--- config.mk ---
export PLATFORM = sky130hd
export DESIGN_NAME = mtimer_wdog
export DESIGN_NICKNAME = d
export VERILOG_FILES = /design/src/rtl/mtw_pkg.sv /design/src/rtl/mtw_prescaler.sv /design/src/rtl/mtw_counter.sv /design/src/rtl/mtw_match_bank.sv /design/src/rtl/mtw_reset_pulse.sv /design/src/rtl/mtimer_wdog.sv
export SDC_FILE = /design/constraint.sdc
export NUM_CORES = 1
export LEC_CHECK = 0
export ABC_AREA = 0
export BUFFER_PORTS_ARGS = -buffer_cell sky130_fd_sc_hd__buf_4
export CORE_MARGIN = 1
export CORE_UTILIZATION = 55
export DETAILED_ROUTE_END_ITERATION = 8
export GPL_ROUTABILITY_DRIVEN = 0
export PLACE_DENSITY = 0.73
export SYNTH_ARGS = -nofsm -noshare
export SYNTH_HDL_FRONTEND = slang
export SYNTH_SLANG_ARGS = --single-unit
--- constraint.sdc ---
create_clock -name clk -period 4.1 [get_ports clk]
set_clock_uncertainty 0.2 [all_clocks]
set_input_delay 0 -clock clk [delete_from_list [all_inputs] [get_ports clk]]
set_output_delay 0 -clock clk [all_outputs]
set_load 0.005 [all_outputs]
--- src/rtl/mtw_pkg.sv ---
// Package mtw_pkg
// Shared word offsets of the timer register space.
// Assumes byte addressing with one 32-bit word per 4 bytes.
package mtw_pkg;
    localparam int OFF_COUNT   = 'h00;
    localparam int OFF_MATCH0  = 'h08;
    localparam int OFF_INT_EN  = 'h24;
    localparam int OFF_WDOG_EN = 'h28;
    localparam int OFF_STATUS  = 'h2C;
    localparam int OFF_SNAP    = 'h30;
    localparam int OFF_SNAPVAL = 'h34;
    localparam int BUS_W       = 32;
endpackage

--- src/rtl/mtw_prescaler.sv ---
// Module mtw_prescaler
// Emits a one-clock tick every PRESCALE clocks, the first after PRESCALE
// clocks out of reset. Assumes PRESCALE >= 1; a value of 1 ticks every clock.
module mtw_prescaler #(
    parameter int PRESCALE = 50
) (
    input  logic clk,
    input  logic rst_n,
    output logic tick
);
    generate
        if (PRESCALE <= 1) begin : g_direct
            assign tick = 1'b1;
        end else begin : g_div
            localparam int DIV_W = $clog2(PRESCALE);
            localparam logic [DIV_W-1:0] LAST = DIV_W'(PRESCALE - 1);
            logic [DIV_W-1:0] div_q;

            // Divider phase: counts 0..PRESCALE-1 and wraps
            always_ff @(posedge clk) begin
                if (!rst_n)            div_q <= '0;
                else if (div_q == LAST) div_q <= '0;
                else                   div_q <= div_q + 1'b1;
            end

            assign tick = (div_q == LAST);
        end
    endgenerate
endmodule

--- src/rtl/mtw_counter.sv ---
// Module mtw_counter
// Free-running wrap-around up-counter with a snapshot register.
// Assumes snap_req is a single-clock strobe; the snapshot takes the
// value held before the edge, so it never sees a half-updated count.
module mtw_counter #(
    parameter int CNT_W = 32
) (
    input  logic             clk,
    input  logic             rst_n,
    input  logic             tick,
    input  logic             snap_req,
    output logic [CNT_W-1:0] cnt_q,
    output logic [CNT_W-1:0] cnt_inc,
    output logic [CNT_W-1:0] snap_q
);
    assign cnt_inc = cnt_q + 1'b1;

    // Count step: advance by one per tick, wrapping naturally
    always_ff @(posedge clk) begin
        if (!rst_n)    cnt_q <= '0;
        else if (tick) cnt_q <= cnt_inc;
    end

    // Snapshot: capture current count on request, hold otherwise
    always_ff @(posedge clk) begin
        if (!rst_n)        snap_q <= '0;
        else if (snap_req) snap_q <= cnt_q;
    end
endmodule

--- src/rtl/mtw_match_bank.sv ---
// Module mtw_match_bank
// NUM_CH compare channels. Each holds a match value and a sticky status
// bit set on the tick where the counter steps onto that value.
// Assumes cnt_inc is the value the counter takes on this tick. Comparing
// against the step target means that loading a match equal to the
// present count cannot fire until the counter comes round to it again.
module mtw_match_bank #(
    parameter int CNT_W  = 32,
    parameter int NUM_CH = 6
) (
    input  logic                          clk,
    input  logic                          rst_n,
    input  logic                          tick,
    input  logic [CNT_W-1:0]              cnt_inc,
    input  logic [NUM_CH-1:0]             load,
    input  logic [CNT_W-1:0]              load_val,
    input  logic [NUM_CH-1:0]             clr_mask,
    output logic [NUM_CH-1:0][CNT_W-1:0]  match_q,
    output logic [NUM_CH-1:0]             status_q,
    output logic [NUM_CH-1:0]             hit
);
    generate
        for (genvar ch = 0; ch < NUM_CH; ch++) begin : g_ch
            // Match register: loaded by a bus write to this channel
            always_ff @(posedge clk) begin
                if (!rst_n)        match_q[ch] <= '0;
                else if (load[ch]) match_q[ch] <= load_val;
            end

            assign hit[ch] = tick && (cnt_inc == match_q[ch]);

            // Sticky flag: a new hit wins over a clear in the same cycle
            always_ff @(posedge clk) begin
                if (!rst_n)            status_q[ch] <= 1'b0;
                else if (hit[ch])      status_q[ch] <= 1'b1;
                else if (clr_mask[ch]) status_q[ch] <= 1'b0;
            end
        end
    endgenerate
endmodule

--- src/rtl/mtw_reset_pulse.sv ---
// Module mtw_reset_pulse
// Stretches a single-clock fire strobe into a reset pulse RST_PULSE clocks
// long. Assumes RST_PULSE >= 1. A fire during a running pulse is ignored.
module mtw_reset_pulse #(
    parameter int RST_PULSE = 16
) (
    input  logic clk,
    input  logic rst_n,
    input  logic fire,
    output logic rst_out
);
    localparam int PC_W = $clog2(RST_PULSE + 1);
    logic [PC_W-1:0] left_q;

    // Pulse length counter: load on fire when idle, then count down
    always_ff @(posedge clk) begin
        if (!rst_n)                     left_q <= '0;
        else if (fire && left_q == '0)  left_q <= PC_W'(RST_PULSE);
        else if (left_q != '0)          left_q <= left_q - 1'b1;
    end

    assign rst_out = (left_q != '0);
endmodule

--- src/rtl/mtimer_wdog.sv ---
// Module mtimer_wdog
// Timer with NUM_CH compare channels on one free-running counter. Channel
// WDOG_CH doubles as a watchdog whose match drives a reset pulse when both
// its interrupt enable and the watchdog enable are set.
// Assumes single-cycle word writes and combinational reads, and that the
// match channels end below the interrupt-enable word (NUM_CH <= 7).
module mtimer_wdog
    import mtw_pkg::*;
#(
    parameter int CNT_W     = 32,
    parameter int NUM_CH    = 6,
    parameter int WDOG_CH   = 5,
    parameter int PRESCALE  = 50,
    parameter int RST_PULSE = 16,
    parameter int ADDR_W    = 8
) (
    input  logic              clk,
    input  logic              rst_n,
    input  logic              bus_we,
    input  logic [ADDR_W-1:0] bus_addr,
    input  logic [31:0]       bus_wdata,
    output logic [31:0]       bus_rdata,
    output logic              irq,
    output logic              wdog_rst
);
    localparam int PAD_CNT = BUS_W - CNT_W;
    localparam int PAD_CH  = BUS_W - NUM_CH;

    logic                         tick;
    logic [CNT_W-1:0]             cnt_q;
    logic [CNT_W-1:0]             cnt_inc;
    logic [CNT_W-1:0]             latched_q;
    logic [NUM_CH-1:0][CNT_W-1:0] match_q;
    logic [NUM_CH-1:0]            status_q;
    logic [NUM_CH-1:0]            hit;
    logic [NUM_CH-1:0]            match_load;
    logic [NUM_CH-1:0]            clr_mask;
    logic [NUM_CH-1:0]            int_en_q;
    logic                         wdog_en_q;
    logic                         snap_req;
    logic                         wr_int_en;
    logic                         wr_wdog_en;
    logic                         fire;

    // Write decode for the fixed registers
    assign wr_int_en  = bus_we && (bus_addr == ADDR_W'(OFF_INT_EN));
    assign wr_wdog_en = bus_we && (bus_addr == ADDR_W'(OFF_WDOG_EN));
    assign snap_req   = bus_we && (bus_addr == ADDR_W'(OFF_SNAP)) && bus_wdata[0];
    assign clr_mask   = (bus_we && (bus_addr == ADDR_W'(OFF_STATUS)))
                        ? bus_wdata[NUM_CH-1:0] : '0;

    // Write decode for the match channels
    generate
        for (genvar ch = 0; ch < NUM_CH; ch++) begin : g_dec
            assign match_load[ch] = bus_we &&
                (bus_addr == ADDR_W'(OFF_MATCH0 + 4 * ch));
        end
    endgenerate

    mtw_prescaler #(.PRESCALE(PRESCALE)) u_pre (
        .clk   (clk),
        .rst_n (rst_n),
        .tick  (tick)
    );

    mtw_counter #(.CNT_W(CNT_W)) u_cnt (
        .clk      (clk),
        .rst_n    (rst_n),
        .tick     (tick),
        .snap_req (snap_req),
        .cnt_q    (cnt_q),
        .cnt_inc  (cnt_inc),
        .snap_q   (latched_q)
    );

    mtw_match_bank #(.CNT_W(CNT_W), .NUM_CH(NUM_CH)) u_bank (
        .clk      (clk),
        .rst_n    (rst_n),
        .tick     (tick),
        .cnt_inc  (cnt_inc),
        .load     (match_load),
        .load_val (bus_wdata[CNT_W-1:0]),
        .clr_mask (clr_mask),
        .match_q  (match_q),
        .status_q (status_q),
        .hit      (hit)
    );

    // Interrupt-enable mask register
    always_ff @(posedge clk) begin
        if (!rst_n)         int_en_q <= '0;
        else if (wr_int_en) int_en_q <= bus_wdata[NUM_CH-1:0];
    end

    // Watchdog enable register
    always_ff @(posedge clk) begin
        if (!rst_n)          wdog_en_q <= 1'b0;
        else if (wr_wdog_en) wdog_en_q <= bus_wdata[0];
    end

    assign fire = hit[WDOG_CH] && int_en_q[WDOG_CH] && wdog_en_q;

    mtw_reset_pulse #(.RST_PULSE(RST_PULSE)) u_pulse (
        .clk     (clk),
        .rst_n   (rst_n),
        .fire    (fire),
        .rst_out (wdog_rst)
    );

    assign irq = |(status_q & int_en_q);

    // Read multiplexer; undefined offsets return zero
    always_comb begin
        bus_rdata = '0;
        if (bus_addr == ADDR_W'(OFF_COUNT))        bus_rdata = {{PAD_CNT{1'b0}}, cnt_q};
        else if (bus_addr == ADDR_W'(OFF_INT_EN))  bus_rdata = {{PAD_CH{1'b0}}, int_en_q};
        else if (bus_addr == ADDR_W'(OFF_WDOG_EN)) bus_rdata = {31'd0, wdog_en_q};
        else if (bus_addr == ADDR_W'(OFF_STATUS))  bus_rdata = {{PAD_CH{1'b0}}, status_q};
        else if (bus_addr == ADDR_W'(OFF_SNAPVAL)) bus_rdata = {{PAD_CNT{1'b0}}, latched_q};
        for (int ch = 0; ch < NUM_CH; ch++) begin
            if (bus_addr == ADDR_W'(OFF_MATCH0 + 4 * ch))
                bus_rdata = {{PAD_CNT{1'b0}}, match_q[ch]};
        end
    end
endmodule

; ---- Word-level counts from Yosys, hierarchy flattened
; Index checks and enable logic that the tools add are counted.
[word_totals]
regBits = 280
inputBits = 43
output_inout_bits = 34
word_cells = 101
[op_classes]
addsub = 3
n_eq_ne = 18
muxes = 26
bitwise_logic = 2
reduce_logical = 33
[ops]
columns = op, n
row1 = $mux 32, 11
row2 = $eq 32x32->1, 6
row3 = $eq 8x6->1 const B, 5
row4 = $add 32x1->32 const B, 1
row5 = $eq 8x5->1 const B, 4
row6 = $logic_and 1x1->1, 20
row7 = $eq 8x4->1 const B, 2
row8 = $reduce_bool 2->1, 7
row9 = $mux 1, 12
row10 = $mux 5, 2
row11 = $logic_not 8->1, 1
row12 = $add 6x1->6 const B, 1
row13 = $and 6x6->6, 1
row14 = $eq 6x6->1 const B, 1
row15 = $mux 6, 1
row16 = $reduce_or 6->1, 1
row17 = $logic_not 5->1, 1
row18 = $reduce_bool 5->1, 1
row19 = $sub 5x1->5 const B, 1
row20 = $reduce_or 2->1, 2
row21 = $not 1->1, 1

; ---- Depth between registers and ports, before layout
[depth]
depth_word = 12
mapped_depth = 11
mapped_depth_nobuf = 9

; ---- By module
; From an unflattened synthesis, not the netlist that was laid out.
[hier_totals]
cells_unflattened = 1920
area_unflattened_um2 = 16377.0
[by_module_without_submodules]
columns = module, instances, cells_per_inst, area_per_inst_um2, seq_area_each_um2
row1 = mtw_match_bank, 1, 944, 9305.2, 3963.8
row2 = mtimer_wdog, 1, 549, 3306.9, 140.1
row3 = mtw_counter, 1, 373, 3216.8, 1281.2
row4 = mtw_prescaler, 1, 28, 279.0, 120.1
row5 = mtw_reset_pulse, 1, 26, 269.0, 100.1

; ---- Worst setup path after synthesis
; No wires, ideal clock.
[synth_timing]
path_type = register to register
from = register u_cnt.cnt_q[9]
to = register u_bank.status_q[0]
setup_ps = 87
t_arrival_ps = 3293
t_required_ps = 3813
setup_slack_ps = 520
path_stages_with_launch = 12
n_path_buf = 3
period_less_slack_ps = 3580
path_cell_list = dfxtp_1 buf_6 nand3_4 or4_1 buf_2 or4_1 buf_2 xor2_1 o21ai_1 or4_1 or4_1 o31ai_1
[synth_via]
elab_chain_len = 4
word_cells_on_any_way = 5
[synth_lines]
columns = element, line_no
row1 = from (decl), mtw_counter.sv:12  ; output logic [CNT_W-1:0] cnt_q,
row2 = from (signal assigned), mtw_counter.sv:21  ; else if (tick) cnt_q <= cnt_inc;
row3 = $add 32x1->32 (*), mtw_counter.sv:16  ; assign cnt_inc = cnt_q + 1'b1;
row4 = $eq 32x32->1 (*), mtw_match_bank.sv:30  ; assign hit[ch] = tick && (cnt_inc == match_q[ch]);
row5 = $logic_and 1x1->1 (*), mtw_match_bank.sv:30
row6 = $mux 1 or $reduce_bool 2->1 (tied branches), n/a
row7 = "to (signal, indexed assignment)", mtw_match_bank.sv:34  ; if (!rst_n) status_q[ch] <= 1'b0;
row8 = "to (signal, indexed assignment)", mtw_match_bank.sv:35  ; else if (hit[ch]) status_q[ch] <= 1'b1;
row9 = "to (signal, indexed assignment)", mtw_match_bank.sv:36  ; else if (clr_mask[ch]) status_q[ch] <= 1'b0;
row10 = to (decl), mtw_match_bank.sv:19  ; output logic [NUM_CH-1:0] status_q,
; Mark *: on every way between the ends. The rest lies on a longest branch, timed or not.
; A chain may end at the register's enable or synchronous reset.

; ---- Worst setup path after layout
[layout_timing]
from = register u_cnt.cnt_q[8]
to = register u_pulse.left_q[0]
[layout_via]
elab_chain_len = 7
[layout_lines]
columns = element, line_no
row1 = $add 32x1->32, mtw_counter.sv:16
row2 = $eq 32x32->1, mtw_match_bank.sv:30
row3 = $logic_and 1x1->1, mtw_match_bank.sv:30
row4 = $logic_and 1x1->1 (2 in series), mtimer_wdog.sv:101  ; assign fire = hit[WDOG_CH] && int_en_q[WDOG_CH] && wdog_en_q;
row5 = $logic_and 1x1->1, mtw_reset_pulse.sv:18  ; else if (fire && left_q == '0) left_q <= PC_W'(RST_PULSE);
row6 = $reduce_or 2->1 (no source line), n/a
row7 = to (signal assigned), mtw_reset_pulse.sv:18
row8 = to (signal assigned), mtw_reset_pulse.sv:19  ; else if (left_q != '0) left_q <= left_q - 1'b1;
row9 = to (decl), mtw_reset_pulse.sv:13  ; logic [PC_W-1:0] left_q;
; No other way between the ends.

==> reports/summary.txt <==
WORST SETUP PATH
----------------------------------------------------------------------------------------
Crit Path Class ...........................................................   reg -> reg
Critical-path top delay cell ..............................................        or4_1
CP peak stage delay .......................................................       690 ps
Required time at the worst-slack endpoint .................................      4350 ps
Arrival time at the worst endpoint ........................................      4240 ps
Crit end category .........................................................         flop
CP endpoint ............................................................... u_pulse.left_q[0]
Critical path buffers and inverters .......................................            1
Setup crit start kind .....................................................         flop
Largest fanout on the critical path .......................................           10
Worst setup startpoint .................................................... u_cnt.cnt_q[8]
Cell type with the highest occurrence count on the critical path ..........        or4_1
Critical path, cell by cell ............................................... nand3_4, or4_1, or4_1, xor2_1, buf_4, o211ai_1, nor4_1, and4_2, a41oi_1
Cell count along the critical path ........................................            9
Depth of the most critical reg-to-reg path ................................            9
Top cell family by delay on the critical path ............................. simple AND/OR/NAND/NOR gates
Register-to-register path setup slack .....................................       120 ps
R2R Path End .............................................................. u_pulse.left_q[0]
Crit Reg-Reg Startpoint ................................................... u_cnt.cnt_q[8]

FINAL LAYOUT
----------------------------------------------------------------------------------------
Number of diodes added for antenna fixing .................................            0
Area growth from synthesis to layout ......................................        15.4%
Most common library cell in the layout ignoring fill and taps .............      nand2_1
Finished Cell Area ........................................................  18300 sq um
Commonest non-fill, non-tap cells in the layout ........................... 538 x nand2_1, 280 x dfxtp_1, 238 x a21boi_0
# nets final ..............................................................         2159
Fraction of layout cells with a size suffix above 1 .......................        10.5%

STA
----------------------------------------------------------------------------------------
Smallest setup slack after layout .........................................       115 ps
Pins over their slew limit ................................................            0
Clock period minus final worst setup slack ................................      3980 ps
Final-report setup violation count ........................................            0
Portion of the clock cycle consumed by the worst path in the final layout .        97.2%
Final Hold Viols ..........................................................            0
Maximum achievable frequency ..............................................      251 MHz
Slew @ Worst Pin ..........................................................      1180 ps
Headroom to the max-slew limit ............................................        21.2%
Hold Worst Slack ..........................................................      16.5 ps
Setup repair after global routing missed its margin .......................        false
Final sum of negative setup slack .........................................         0 ps

POWER
----------------------------------------------------------------------------------------
Power share of the combinational group ....................................         3.7%
Cell Int Power ............................................................      4510 uW
Switching Share ...........................................................        22.5%
LEAKAGE ...................................................................   0.00627 uW
Peak supply drop ..........................................................   0.000350 V
Pwr per Cell Area .........................................................  318 nW/um^2
Switching power of the nets ...............................................      1310 uW
Portion of total power attributed to the clock network ....................        49.4%
Register share of total power .............................................        46.9%

CLOCK TREE
----------------------------------------------------------------------------------------
Clock H-tree levels .......................................................            1
Cts bufs inserted .........................................................           30
Clock latency on the worst-skew pair ......................................       590 ps
Maximum root-to-sink buffer count .........................................            3
Clock tree from TritonCTS .................................................         done
CTS Sinks .................................................................          280
Clock slew seen by the registers of the worst setup and hold paths ........        70 ps
Root buffer cell ..........................................................    clkbuf_16

YOSYS
----------------------------------------------------------------------------------------
Proportion of synthesized chip area in sequential cells ...................        35.4%
Register bit total from synthesis .........................................          280
Share of Yosys cell area claimed by the top area cell type ................        35.4%
Proportion of synthesized flip-flops having asynchronous set or reset .....           0%
Synth cell types ..........................................................           64
Main synth FF type ........................................................      dfxtp_1
Warnings, synthesis .......................................................            0
EDFF count, synth .........................................................            0
Cell count after synthesis ................................................         2046
Mean Syn Cell Area ........................................................   7.74 sq um
Library cell with the largest summed area after synthesis .................      dfxtp_1
Number of nets in the synthesized netlist .................................         2093
Synth top area cells ...................................................... dfxtp_1 35%, nand2_1 13%, a21boi_0 11%
Post-synthesis instance area ..............................................  15800 sq um

GLOBAL ROUTING
----------------------------------------------------------------------------------------
Via count of the first global-routing pass ................................        15.7k
GR peak layer .............................................................         met2
GR Util met2 ..............................................................        64.7%
Maximum number of pins on one net before global-route repair ..............          111
Wire length of the first global-routing pass ..............................     94900 um
Met3 track demand over resource in global routing .........................        11.7%
Global routing met1 resource utilization ..................................        54.5%
All-Layer GR Usage ........................................................        42.9%
Antenna violations before repair ..........................................            2
Overflow left after global routing ........................................            0

DIE
----------------------------------------------------------------------------------------
Area of the die ...........................................................  29500 sq um
Ports .....................................................................           77
Initial cell density of the core ..........................................        56.5%
Die width .................................................................       172 um
Core box area .............................................................  28000 sq um
Die Y-Extent ..............................................................       172 um
Total number of placement rows ............................................           61

PLACE
----------------------------------------------------------------------------------------
Sum of net half-perimeters after detailed placement .......................     43700 um
Quantity of I/O buffers inserted on ports .................................           76
Minimum setup slack after placement .......................................       219 ps
Area after DPL ............................................................  16800 sq um

DRT
----------------------------------------------------------------------------------------
Length of the first detailed-routing pass in iterations ...................            7
Total number of vias ......................................................        16.6k
Final routed DRC violation total ..........................................            0
Initial DRC Count .........................................................         2370
Mean routed wirelength per cell ...........................................      25.1 um
Detailed-route wire length ................................................     63100 um
Post-route ant nets .......................................................            0
Mean number of vias per cell ..............................................         6.61

MIN PATH
----------------------------------------------------------------------------------------
Hold crit path type .......................................................    in -> reg

RUN
----------------------------------------------------------------------------------------
Number of violations of the max-capacitance limit .........................            0

OUTCOME
----------------------------------------------------------------------------------------
Run status ................................................................    completed

## worst reg2reg max path, cell delays in order, from the launching register on
cell and delay (ps):
dfxtp_1 590, nand3_4 210, or4_1 690, or4_1 600
xor2_1 260, buf_4 200, o211ai_1 90, nor4_1 430
and4_2 440, a41oi_1 140
## per-stage QoR
step	total power, uW	utilization [%]	std cells
after floorplan	2880	-	2046
final	5820	65.2	2511
after detailed placement	2970	60.1	2418
after global placement	2970	60.1	2418
after CTS	5790	65.2	2511
after global routing	5920	65.2	2511
## kinds of logic after synthesis
group	synth area share [%]
buffers and inverters	4.17
multiplexers	0.126
XOR/XNOR	12.5
flip-flops	35.4
AND/OR/NAND/NOR	24.2
AO/OA/AOI/OAI	23.2
adder cells (fa/ha/maj)	0.316
## worst min-delay path by stage
stage,startpoint,end,cells after the start
floorplan,bus_wdata[6],u_bank.match_q[102],2
global placement,bus_wdata[12],u_bank.match_q[108],3
detailed placement,bus_wdata[12],u_bank.match_q[108],3
CTS,bus_addr[1],u_cnt.snap_q[5],7
global route,bus_addr[0],u_cnt.snap_q[7],7
finish,bus_addr[0],wdog_en_q,6
## power by group through the flow
stage	clock network [uW]	logic (uW)	registers (uW)
global route	2960	223	2730
global placement	0	177	2790
finish	2870	214	2730
detailed placement	0	178	2790
floorplan	0	89.1	2790
CTS	2860	207	2730
## layer usage
| metal | wire length (um) | vias up | part of all wire [%] |
|---|---|---|---|
| li1 | - | 7215 | - |
| met1 | 23600 | 7823 | 37 |
| met2 | 26900 | 1238 | 43 |
| met3 | 8310 | 321 | 13 |
| met4 | 4230 | 4 | 6.7 |
| met5 | 23 | - | 0.036 |
## synthesized netlist by cell type, drive strengths merged, types with 24 or more instances
cell type	number
xnor2	115
nor4	26
clkbuf	130
a22oi	48
nor3	25
a31oi	27
nand4	36
nand3	45
a21oi	24
nand2	543
dfxtp	280
and2	25
nor2	110
xor2	103
a21boi	238
o21ai	40
## cell type report
| class | count | area [sq um] |
|---|---|---|
| sequential | 280 | 5610 |
| tap | 378 | 473 |
| timing repair buffer | 186 | 1510 |
| clock inverter | 10 | 131 |
| inverter | 10 | 37.5 |
| multi-input combinational | 1604 | 9620 |
| clock buffer | 43 | 891 |
| fill | 2395 | 9740 |
## registers in the layout, summed over array words and instances, names as in the netlist
name and count:
wdog_en_q 1, u_pulse.left_q 5, u_bank.match_q 192, u_pre.g_div.div_q 6
u_cnt.cnt_q 32, int_en_q 6, u_bank.status_q 6, u_cnt.snap_q 32
## repair_timing
item / in CTS / in global routing
gates resized for setup: 0 / 2
endpoints found under the setup margin: 0 / 2
hold buffers: 40 / 0
buffers inserted: 0 / 0
hold endpoints to repair: 224 / 0
Power figures use the tool's default switching activity.
